--- config.mk ---
export PLATFORM = sky130hd
export DESIGN_NAME = sdram_cmd_guard
export DESIGN_NICKNAME = d
export VERILOG_FILES = /design/src/rtl/sdram_cmd_guard_pkg.sv /design/src/rtl/cmdg_decode.sv /design/src/rtl/cmdg_elapsed.sv /design/src/rtl/sdram_cmd_guard.sv
export SDC_FILE = /design/constraint.sdc
export NUM_CORES = 1
export LEC_CHECK = 0
export BUFFER_PORTS_ARGS = -buffer_cell sky130_fd_sc_hd__buf_2
export CAP_MARGIN = 20
export CORE_MARGIN = 4
export CORE_UTILIZATION = 56
export DETAILED_ROUTE_END_ITERATION = 10
export GPL_TIMING_DRIVEN = 0
export PLACE_DENSITY_LB_ADDON = 0.3
export SLEW_MARGIN = 20
export SYNTH_ARGS = -nofsm -noshare
export SYNTH_HDL_FRONTEND = slang
export SYNTH_SLANG_ARGS = --single-unit
--- constraint.sdc ---
create_clock -name clk -period 3 [get_ports clk]
set_clock_uncertainty 0.2 [all_clocks]
set_input_delay 0.6 -clock clk [delete_from_list [all_inputs] [get_ports clk]]
set_output_delay 0.6 -clock clk [all_outputs]
set_load 0.1 [all_outputs]
--- src/rtl/sdram_cmd_guard_pkg.sv ---
package sdram_cmd_guard_pkg;

  typedef enum logic [3:0] {
    CMD_DESL = 4'd0,
    CMD_NOP  = 4'd1,
    CMD_BST  = 4'd2,
    CMD_RD   = 4'd3,
    CMD_WR   = 4'd4,
    CMD_ACT  = 4'd5,
    CMD_PRE  = 4'd6,
    CMD_PALL = 4'd7,
    CMD_REF  = 4'd8,
    CMD_MRS  = 4'd9,
    CMD_SUSP = 4'd10
  } cmd_e;

  localparam logic [3:0] RSN_ACT_OPEN  = 4'd1;
  localparam logic [3:0] RSN_RW_CLOSED = 4'd2;
  localparam logic [3:0] RSN_BUSY      = 4'd3;
  localparam logic [3:0] RSN_CKE_BUSY  = 4'd4;

  // Round a time in picoseconds up to whole clock cycles.
  function automatic int unsigned ns_cycles(int unsigned t_ps, int unsigned clk_ps);
    return (t_ps + clk_ps - 1) / clk_ps;
  endfunction

endpackage

--- src/rtl/cmdg_decode.sv ---
module cmdg_decode
  import sdram_cmd_guard_pkg::*;
(
  input  logic cs_n,
  input  logic ras_n,
  input  logic cas_n,
  input  logic we_n,
  input  logic a10,
  input  logic cke,
  input  logic cke_q,
  output cmd_e cmd
);

  always_comb begin
    if (!cke || !cke_q) begin
      cmd = CMD_SUSP;
    end else if (cs_n) begin
      cmd = CMD_DESL;
    end else begin
      case ({ras_n, cas_n, we_n})
        3'b111:  cmd = CMD_NOP;
        3'b110:  cmd = CMD_BST;
        3'b101:  cmd = CMD_RD;
        3'b100:  cmd = CMD_WR;
        3'b011:  cmd = CMD_ACT;
        3'b010:  cmd = a10 ? CMD_PALL : CMD_PRE;
        3'b001:  cmd = CMD_REF;
        default: cmd = CMD_MRS;
      endcase
    end
  end

endmodule

--- src/rtl/cmdg_elapsed.sv ---
// Cycles since the last load: 1 in the cycle after a load, then counting up to CAP and holding.
module cmdg_elapsed #(
  parameter int unsigned W   = 8,
  parameter int unsigned CAP = 255
) (
  input  logic         clk,
  input  logic         rst_n,
  input  logic         load,
  output logic [W-1:0] cnt
);

  localparam logic [W-1:0] CAPV = W'(CAP);

  always_ff @(posedge clk) begin
    if (!rst_n)            cnt <= CAPV;
    else if (load)         cnt <= W'(1);
    else if (cnt != CAPV)  cnt <= cnt + W'(1);
  end

  assert_elapsed_load_R12: assert property (@(posedge clk) disable iff (!rst_n)
    load |=> cnt == W'(1));

  assert_elapsed_nonzero_R12: assert property (@(posedge clk) disable iff (!rst_n)
    cnt != '0);

endmodule

--- src/rtl/sdram_cmd_guard.sv ---
module sdram_cmd_guard
  import sdram_cmd_guard_pkg::*;
#(
  parameter int unsigned BA_W         = 2,
  parameter int unsigned CLK_PS       = 5000,
  parameter int unsigned T_RCD_PS     = 15000,
  parameter int unsigned T_RP_PS      = 15000,
  parameter int unsigned T_RAS_PS     = 40000,
  parameter int unsigned T_RAS_MAX_PS = 120000000,
  parameter int unsigned T_RC_PS      = 55000,
  parameter int unsigned T_RRD_PS     = 10000,
  parameter int unsigned T_RFC_PS     = 70000,
  parameter int unsigned T_WR_PS      = 15000,
  parameter int unsigned T_WTR_CK     = 2,
  parameter int unsigned T_MRD_CK     = 2
) (
  input  logic              clk,
  input  logic              rst_n,
  input  logic              cs_n,
  input  logic              ras_n,
  input  logic              cas_n,
  input  logic              we_n,
  input  logic [BA_W-1:0]   ba,
  input  logic              a10,
  input  logic              cke,
  input  logic              viol_clr,
  output logic [3:0]        cmd_code,
  output logic [(1<<BA_W)-1:0] bank_open,
  output logic              viol,
  output logic [3:0]        viol_reason,
  output logic [BA_W-1:0]   viol_bank
);

  localparam int unsigned NB       = 1 << BA_W;
  localparam int unsigned N_RASMAX = ns_cycles(T_RAS_MAX_PS, CLK_PS);
  localparam int unsigned CAP      = N_RASMAX + 1;
  localparam int unsigned CW       = $clog2(CAP + 1);

  localparam logic [CW-1:0] L_RCD    = CW'(ns_cycles(T_RCD_PS, CLK_PS));
  localparam logic [CW-1:0] L_RP     = CW'(ns_cycles(T_RP_PS,  CLK_PS));
  localparam logic [CW-1:0] L_RAS    = CW'(ns_cycles(T_RAS_PS, CLK_PS));
  localparam logic [CW-1:0] L_RC     = CW'(ns_cycles(T_RC_PS,  CLK_PS));
  localparam logic [CW-1:0] L_RRD    = CW'(ns_cycles(T_RRD_PS, CLK_PS));
  localparam logic [CW-1:0] L_RFC    = CW'(ns_cycles(T_RFC_PS, CLK_PS));
  localparam logic [CW-1:0] L_WR     = CW'(ns_cycles(T_WR_PS,  CLK_PS));
  localparam logic [CW-1:0] L_WTR    = CW'(T_WTR_CK);
  localparam logic [CW-1:0] L_MRD    = CW'(T_MRD_CK);
  localparam logic [CW-1:0] L_RASMAX = CW'(N_RASMAX);

  function automatic logic [BA_W-1:0] first_bank(logic [NB-1:0] m);
    first_bank = '0;
    for (int i = NB - 1; i >= 0; i--) begin
      if (m[i]) first_bank = BA_W'(i);
    end
  endfunction

  logic          cke_q;
  cmd_e          cmd, cmd_q;
  logic [NB-1:0] open_q, sel, pre_mask, ld_act, ld_wr;
  logic [NB-1:0] ras_fail, twr_fail, old_fail;
  logic [CW-1:0] act_cnt [NB];
  logic [CW-1:0] pre_cnt [NB];
  logic [CW-1:0] wr_cnt  [NB];
  logic [CW-1:0] g_act_cnt, g_ref_cnt, g_mrs_cnt, g_wr_cnt;
  logic          is_real, any_open, tgt_open;
  logic          act_ok, rd_ok, wr_ok, ref_ok, mrs_ok;
  logic [15:0]   hit;
  logic [BA_W-1:0] hit_bank [16];
  logic [3:0]    pick;
  logic [BA_W-1:0] pick_bank;

  cmdg_decode u_decode (
    .cs_n (cs_n), .ras_n (ras_n), .cas_n (cas_n), .we_n (we_n),
    .a10 (a10), .cke (cke), .cke_q (cke_q), .cmd (cmd)
  );

  assign sel      = NB'(1) << ba;
  assign any_open = |open_q;
  assign tgt_open = |(open_q & sel);
  assign is_real  = cmd inside {CMD_BST, CMD_RD, CMD_WR, CMD_ACT, CMD_PRE,
                                CMD_PALL, CMD_REF, CMD_MRS};
  assign act_ok   = (cmd == CMD_ACT) && !tgt_open;
  assign rd_ok    = (cmd == CMD_RD)  &&  tgt_open;
  assign wr_ok    = (cmd == CMD_WR)  &&  tgt_open;
  assign ref_ok   = (cmd == CMD_REF) && !any_open;
  assign mrs_ok   = (cmd == CMD_MRS) && !any_open;
  assign pre_mask = open_q & ((cmd == CMD_PALL) ? {NB{1'b1}} :
                              (cmd == CMD_PRE)  ? sel : {NB{1'b0}});
  assign ld_act   = act_ok ? sel : '0;
  assign ld_wr    = wr_ok  ? sel : '0;

  for (genvar b = 0; b < NB; b++) begin : g_bank
    cmdg_elapsed #(.W(CW), .CAP(CAP)) u_act (
      .clk (clk), .rst_n (rst_n), .load (ld_act[b]),   .cnt (act_cnt[b]));
    cmdg_elapsed #(.W(CW), .CAP(CAP)) u_pre (
      .clk (clk), .rst_n (rst_n), .load (pre_mask[b]), .cnt (pre_cnt[b]));
    cmdg_elapsed #(.W(CW), .CAP(CAP)) u_wr (
      .clk (clk), .rst_n (rst_n), .load (ld_wr[b]),    .cnt (wr_cnt[b]));
    assign ras_fail[b] = pre_mask[b] && (act_cnt[b] < L_RAS);
    assign twr_fail[b] = pre_mask[b] && (wr_cnt[b]  < L_WR);
    assign old_fail[b] = open_q[b]   && (act_cnt[b] > L_RASMAX);
  end

  cmdg_elapsed #(.W(CW), .CAP(CAP)) u_g_act (
    .clk (clk), .rst_n (rst_n), .load (act_ok), .cnt (g_act_cnt));
  cmdg_elapsed #(.W(CW), .CAP(CAP)) u_g_ref (
    .clk (clk), .rst_n (rst_n), .load (ref_ok), .cnt (g_ref_cnt));
  cmdg_elapsed #(.W(CW), .CAP(CAP)) u_g_mrs (
    .clk (clk), .rst_n (rst_n), .load (mrs_ok), .cnt (g_mrs_cnt));
  cmdg_elapsed #(.W(CW), .CAP(CAP)) u_g_wr (
    .clk (clk), .rst_n (rst_n), .load (wr_ok),  .cnt (g_wr_cnt));

  // One hit bit per reason code; the lowest code set wins.
  always_comb begin
    hit = '0;
    for (int r = 0; r < 16; r++) hit_bank[r] = ba;
    hit[1]  = (cmd == CMD_ACT) && tgt_open;
    hit[2]  = ((cmd == CMD_RD) || (cmd == CMD_WR)) && !tgt_open;
    hit[3]  = ((cmd == CMD_REF) || (cmd == CMD_MRS)) && any_open;
    hit[4]  = cke_q && !cke && any_open;
    hit[5]  = (rd_ok || wr_ok) && (act_cnt[ba] < L_RCD);
    hit[6]  = act_ok && (pre_cnt[ba] < L_RP);
    hit[7]  = |ras_fail;
    hit[8]  = act_ok && (act_cnt[ba] < L_RC);
    hit[9]  = act_ok && (g_act_cnt < L_RRD);
    hit[10] = is_real && (g_ref_cnt < L_RFC);
    hit[11] = |twr_fail;
    hit[12] = rd_ok && (g_wr_cnt < L_WTR);
    hit[13] = is_real && (g_mrs_cnt < L_MRD);
    hit[14] = |old_fail;
    hit_bank[3]  = first_bank(open_q);
    hit_bank[4]  = first_bank(open_q);
    hit_bank[7]  = first_bank(ras_fail);
    hit_bank[11] = first_bank(twr_fail);
    hit_bank[14] = first_bank(old_fail);
    pick      = '0;
    pick_bank = '0;
    for (int r = 15; r >= 0; r--) begin
      if (hit[r]) begin
        pick      = 4'(r);
        pick_bank = hit_bank[r];
      end
    end
  end

  always_ff @(posedge clk) begin
    if (!rst_n) begin
      cke_q       <= 1'b1;
      open_q      <= '0;
      cmd_q       <= CMD_DESL;
      viol        <= 1'b0;
      viol_reason <= '0;
      viol_bank   <= '0;
    end else begin
      cke_q  <= cke;
      open_q <= (open_q & ~pre_mask) | ld_act;
      cmd_q  <= cmd;
      if ((pick != '0) && (!viol || viol_clr)) begin
        viol        <= 1'b1;
        viol_reason <= pick;
        viol_bank   <= pick_bank;
      end else if (viol_clr) begin
        viol        <= 1'b0;
        viol_reason <= '0;
        viol_bank   <= '0;
      end
    end
  end

  assign cmd_code  = cmd_q;
  assign bank_open = open_q;

  assert_act_opens_R2: assert property (@(posedge clk) disable iff (!rst_n)
    act_ok |=> (open_q & $past(sel)) != '0);

  assert_pall_closes_R2: assert property (@(posedge clk) disable iff (!rst_n)
    (cmd == CMD_PALL) |=> open_q == '0);

  assert_busy_refresh_R4: assert property (@(posedge clk) disable iff (!rst_n)
    (((cmd == CMD_REF) || (cmd == CMD_MRS)) && any_open && !viol)
      |=> (viol && viol_reason == RSN_BUSY));

  assert_cke_fall_R5: assert property (@(posedge clk) disable iff (!rst_n)
    (cke_q && !cke && any_open && !viol) |=> (viol && viol_reason == RSN_CKE_BUSY));

  assert_sticky_hold_R11: assert property (@(posedge clk) disable iff (!rst_n)
    (viol && !viol_clr) |=> (viol && $stable(viol_reason) && $stable(viol_bank)));

endmodule

==> summary.md <==
| Metric | Value |
|---|---|
| Final hold vios | 0 |
| Internal cell power | 6.48 mW |
| Clock transition at path regs | 0.06 ns |
| 1st-pass router iterations | 5 |
| Worst-Margin Slew | 0.882 ns |
| Static leakage | 5.38 nW |
| Max FO, Critical Path | 9 |
| Simple-gate area share of the yosys netlist | between 20% and 30% |
| Number of buffers added on ports | 21 |
| Clock group share of total power | 37.0% |
| Post-Synth XOR/XNOR Area | 14.2% |
| FF-to-FF path depth | 10 |
| Final core area utilization | 65.5% |
| Met1 WL | 13,300 um |
| Number of global-route vias before repair | 10,600 |
| Vias/cell | 5.81 |
| Synth Register Bits | 256 |
| DP Cell Count | 1,844 |
| Cells after Synth | around 1,500 |
| Adder-Cell Fraction of Synth Area | 3.53% |
| Logic pwr share | 19.0% |
| Max Used Layer | met5 |
| Sequential-to-total area share from yosys stat | 40.2% |
| Crit. End Element | register |
| WL final | 30,300 um |
| Largest net degree at the start of global routing | 15 |
| Antenna violations before repair | 2 |
| # IOs | 26 |
| Largest stage delay, worst path | 0.55 ns |
| Tcrit/Tclk final | 101% |
| Global-route wire length before repair | slightly above 50,000 um |
| CTS tree | yes |
| Max clock buf depth | 3 |
| Post-Syn Nets | about 1,600 |
| Critical Path End | viol_reason[2] |
| CP Launch Point | bank_open[3] |
| Synth Area per Inst | 8.26 um2 |
| Starting Density | 57.7% |
| Clk sinks | approximately 260 |
| Unique masters post-synth | 65 |
| Crit path DAT | 3.26 ns |
| Power Total | a little over 9 mW |
| Post-synth ARST share | 0% |
| FP Rows | 54 |
| DRC violations left | 0 |
| CP Class | reg2reg |
| R2R Path Start | bank_open[3] |
| Class of the worst hold path | in2reg |
| Register share of total power | 44.0% |
| Fin Hold WS | 0.135 ns |
| Initial DRC count | 924 |
| Antenna viol nets, final | 0 |
| Die height | between 150 and 200 um |
| Rel. slew slack | between 40 and 50% |
| PwrDens | approximately 640 mW/mm2 |
| Post-synth EDFFs | 0 |
| Unrepaired setup endpoints after global routing | yes |
| Gr usage total | 23.3% |
| Finished Layout Cells | 1,911 |
| Area after DPL | 0.0132 mm2 |
| Outcome | finished with violations |
| Final instance area | around 0.014 mm2 |
| Crit path cell chain | buf_2 > mux4_2 > buf_4 > buf_4 > or3_1 > nand3_1 > a41oi_1 > and3_1 > a31oi_1 > o2bb2ai_1 |
| Post-Syn Area | 0.0127 mm2 |
| Detailed Place HPWL | approximately 21,000 um |
| Routed len/inst | 15.9 um |
| Post-synthesis compound-gate area fraction | 10.8% |
| Vias | 11,100 |
| GRT Residual Overflow | 0 |
| CTS HTree Levels | 1 |
| Routability cong. | 0.998 |
| Startpoint types | register |
| Switching power | roughly 2.8 mW |
| Skew-Pair Late Insertion Delay | 0.54 ns |
| Largest family of logic cells by synthesized area | simple AND/OR/NAND/NOR gates |
| Sw Share | 30.0% |
| Core area | 0.0221 mm2 |
| Multiplexer share of the synthesized area | under 10% |
| Met2 routed WL | approximately 14,000 um |
| Max cap viols | 0 |
| Hold buffer count at cts | 0 |
| Most frequent cells in the layout | dfxtp_1 (252), nor2_1 (199), nand3_1 (140), o21ai_0 (133), xor2_1 (123) |
| Slack of the critical path | -0.0411 ns |
| Total die area | 0.0252 mm2 |
| Final count of negative-setup-slack endpoints | 1 |
| Max-slew violation count | 0 |
| Worst path required time | ~3.2 ns |
| Final Critical Period | 3.04 ns |
| Reg2Reg Setup Slack | -0.04 ns |
| Met3 wire len | 2070 um |
| CTS root buffer | clkbuf_16 |
| FF-to-FF End | viol_reason[2] |
| Synth warnings | 0 |
| Crit path max-delay cell type | mux4_2 |
| Share of cells above drive strength 1 | roughly 9% |
| Commonest non-fill, non-tap cell in the layout | dfxtp_1 |
| Violated checks | setup timing |
| Fin nets | 1,657 |
| Die Width | 159 um |
| Worst vdd ir | 0.489 mV |
| Max Freq | roughly 330 MHz |
| Num CTS Buffers | 28 |
| CP dominant cell by count | buf_4 |
| Area grow syn2layout | 13.6% |
| Ys flop type | dfxtp_1 |
==> layout make-up <==
cell class / instances / area, um2
Timing Repair Buffer: 41 / 255
Buffer: 36 / 156
Inverter: 51 / 191
Clock buffer: 36 / 792
Clock inverter: 14 / 136
Antenna cell: 1 / 2.50
Fill cell: 1850 / 7620
Tap cell: 280 / 350
Sequential cell: 256 / 5130
Multi-Input combinational cell: 1196 / 7460
==> logic make-up after synthesis <==
| group | after synthesis |
|---|---|
| buffers and inverters | 91 |
| xor gates and xnor gates | 207 |
| DFF | 256 |
| AOI/OAI and AO/OA | 234 |
| muxes | 10 |
| adders and majority gates | 36 |
| and+or+nand+nor | 709 |
==> registers in the layout (all words and copies together) (netlist names) <==
signal and cells:
viol_bank 2, viol_reason 4, viol 1, cmd_code 4, u_g_ref.cnt 15, g_bank.u_wr.cnt 60
bank_open 4, cke_q 1, g_bank.u_pre.cnt 60, u_g_mrs.cnt 15, u_g_wr.cnt 15, u_g_act.cnt 15
g_bank.u_act.cnt 60
==> power by group through the flow <==
| stage | registers (mW) | logic (mW) | clock network [mW] |
|---|---|---|---|
| final | 4.08 | 1.76 | 3.43 |
| after global routing | 4.13 | 2.01 | 3.62 |
| after CTS | 4.06 | 1.76 | 3.47 |
| after detailed placement | 4.13 | 1.72 | 0 |
| after global placement | 4.11 | 1.67 | 0 |
| after floorplan | 4.09 | 1.37 | 0 |
==> layer usage <==
layer / GRT usage (%) / vias to the layer above
met1: 31.0 / 5182
met5: 0 / -
met2: 38.6 / 309
met3: 4.69 / 81
li1: - / 5520
met4: 6.86 / 2
==> stage by stage <==
step / setup TNS [ns] / worst slack (ns)
floorplan: 0 / 0.0254
CTS: -0.405 / -0.0650
global placement: -16.38 / -0.768
finish: -0.0411 / -0.0411
global route: -0.0944 / -0.0457
detailed placement: -18.18 / -0.800
==> Yosys cell counts (3+ instances only) <==
master / number / share of area (%)
or4_1: 9 / 0.53
o211ai_1: 3 / 0.18
xnor2_1: 84 / 5.8
mux2_2: 7 / 0.62
and3_1: 26 / 1.3
nand2_1: 118 / 3.5
xor2_1: 123 / 8.5
and4_1: 5 / 0.34
nand4_1: 38 / 1.9
nand3_1: 141 / 5.5
a31oi_1: 5 / 0.25
a41oi_1: 3 / 0.21
o21ai_0: 137 / 5.4
and2_1: 8 / 0.39
a22oi_1: 3 / 0.18
nor2b_1: 12 / 0.59
buf_2: 5 / 0.20
nand2b_1: 25 / 1.2
ha_1: 36 / 3.5
a211o_1: 4 / 0.27
a21oi_1: 34 / 1.3
nor4_1: 43 / 2.1
nor3_1: 43 / 1.7
nor2_1: 200 / 5.9
or3_1: 23 / 1.1
o2bb2ai_1: 3 / 0.21
a211oi_1: 16 / 0.94
or2_2: 4 / 0.20
o21ai_1: 5 / 0.20
dfxtp_1: 256 / 40
inv_1: 51 / 1.5
clkbuf_1: 31 / 0.91
==> repair_timing <==
action                     4_1_cts  5_1_grt
resized for setup               14       22
buffers inserted                10       10
setup endpoints to repair       29       45
cloned                           0        0
pin swaps                        6        9
==> worst max-delay path, delay by kind of cell, from the launching register on <==
family,cells,cell delay [ns]
DFF,1,0.34
muxes,1,0.55
buffers and inverters,3,0.49
AOI/OAI and AO/OA,3,0.41
and+or+nand+nor,3,0.91
==> worst min path at each step <==
stage	cells after the start	slack, ns	endpoint	start
after floorplan	2	0.27	g_bank[2].u_pre.cnt[4]	g_bank[2].u_pre.cnt[4]
after global placement	1	0.24	viol_bank[1]	viol_bank[1]
after detailed placement	1	0.24	viol_bank[1]	viol_bank[1]
after CTS	3	0.12	cke_q	cke
after global routing	3	0.17	cke_q	cke
final	3	0.13	cke_q	cke
Note: power is estimated with default switching activity, not from simulation.
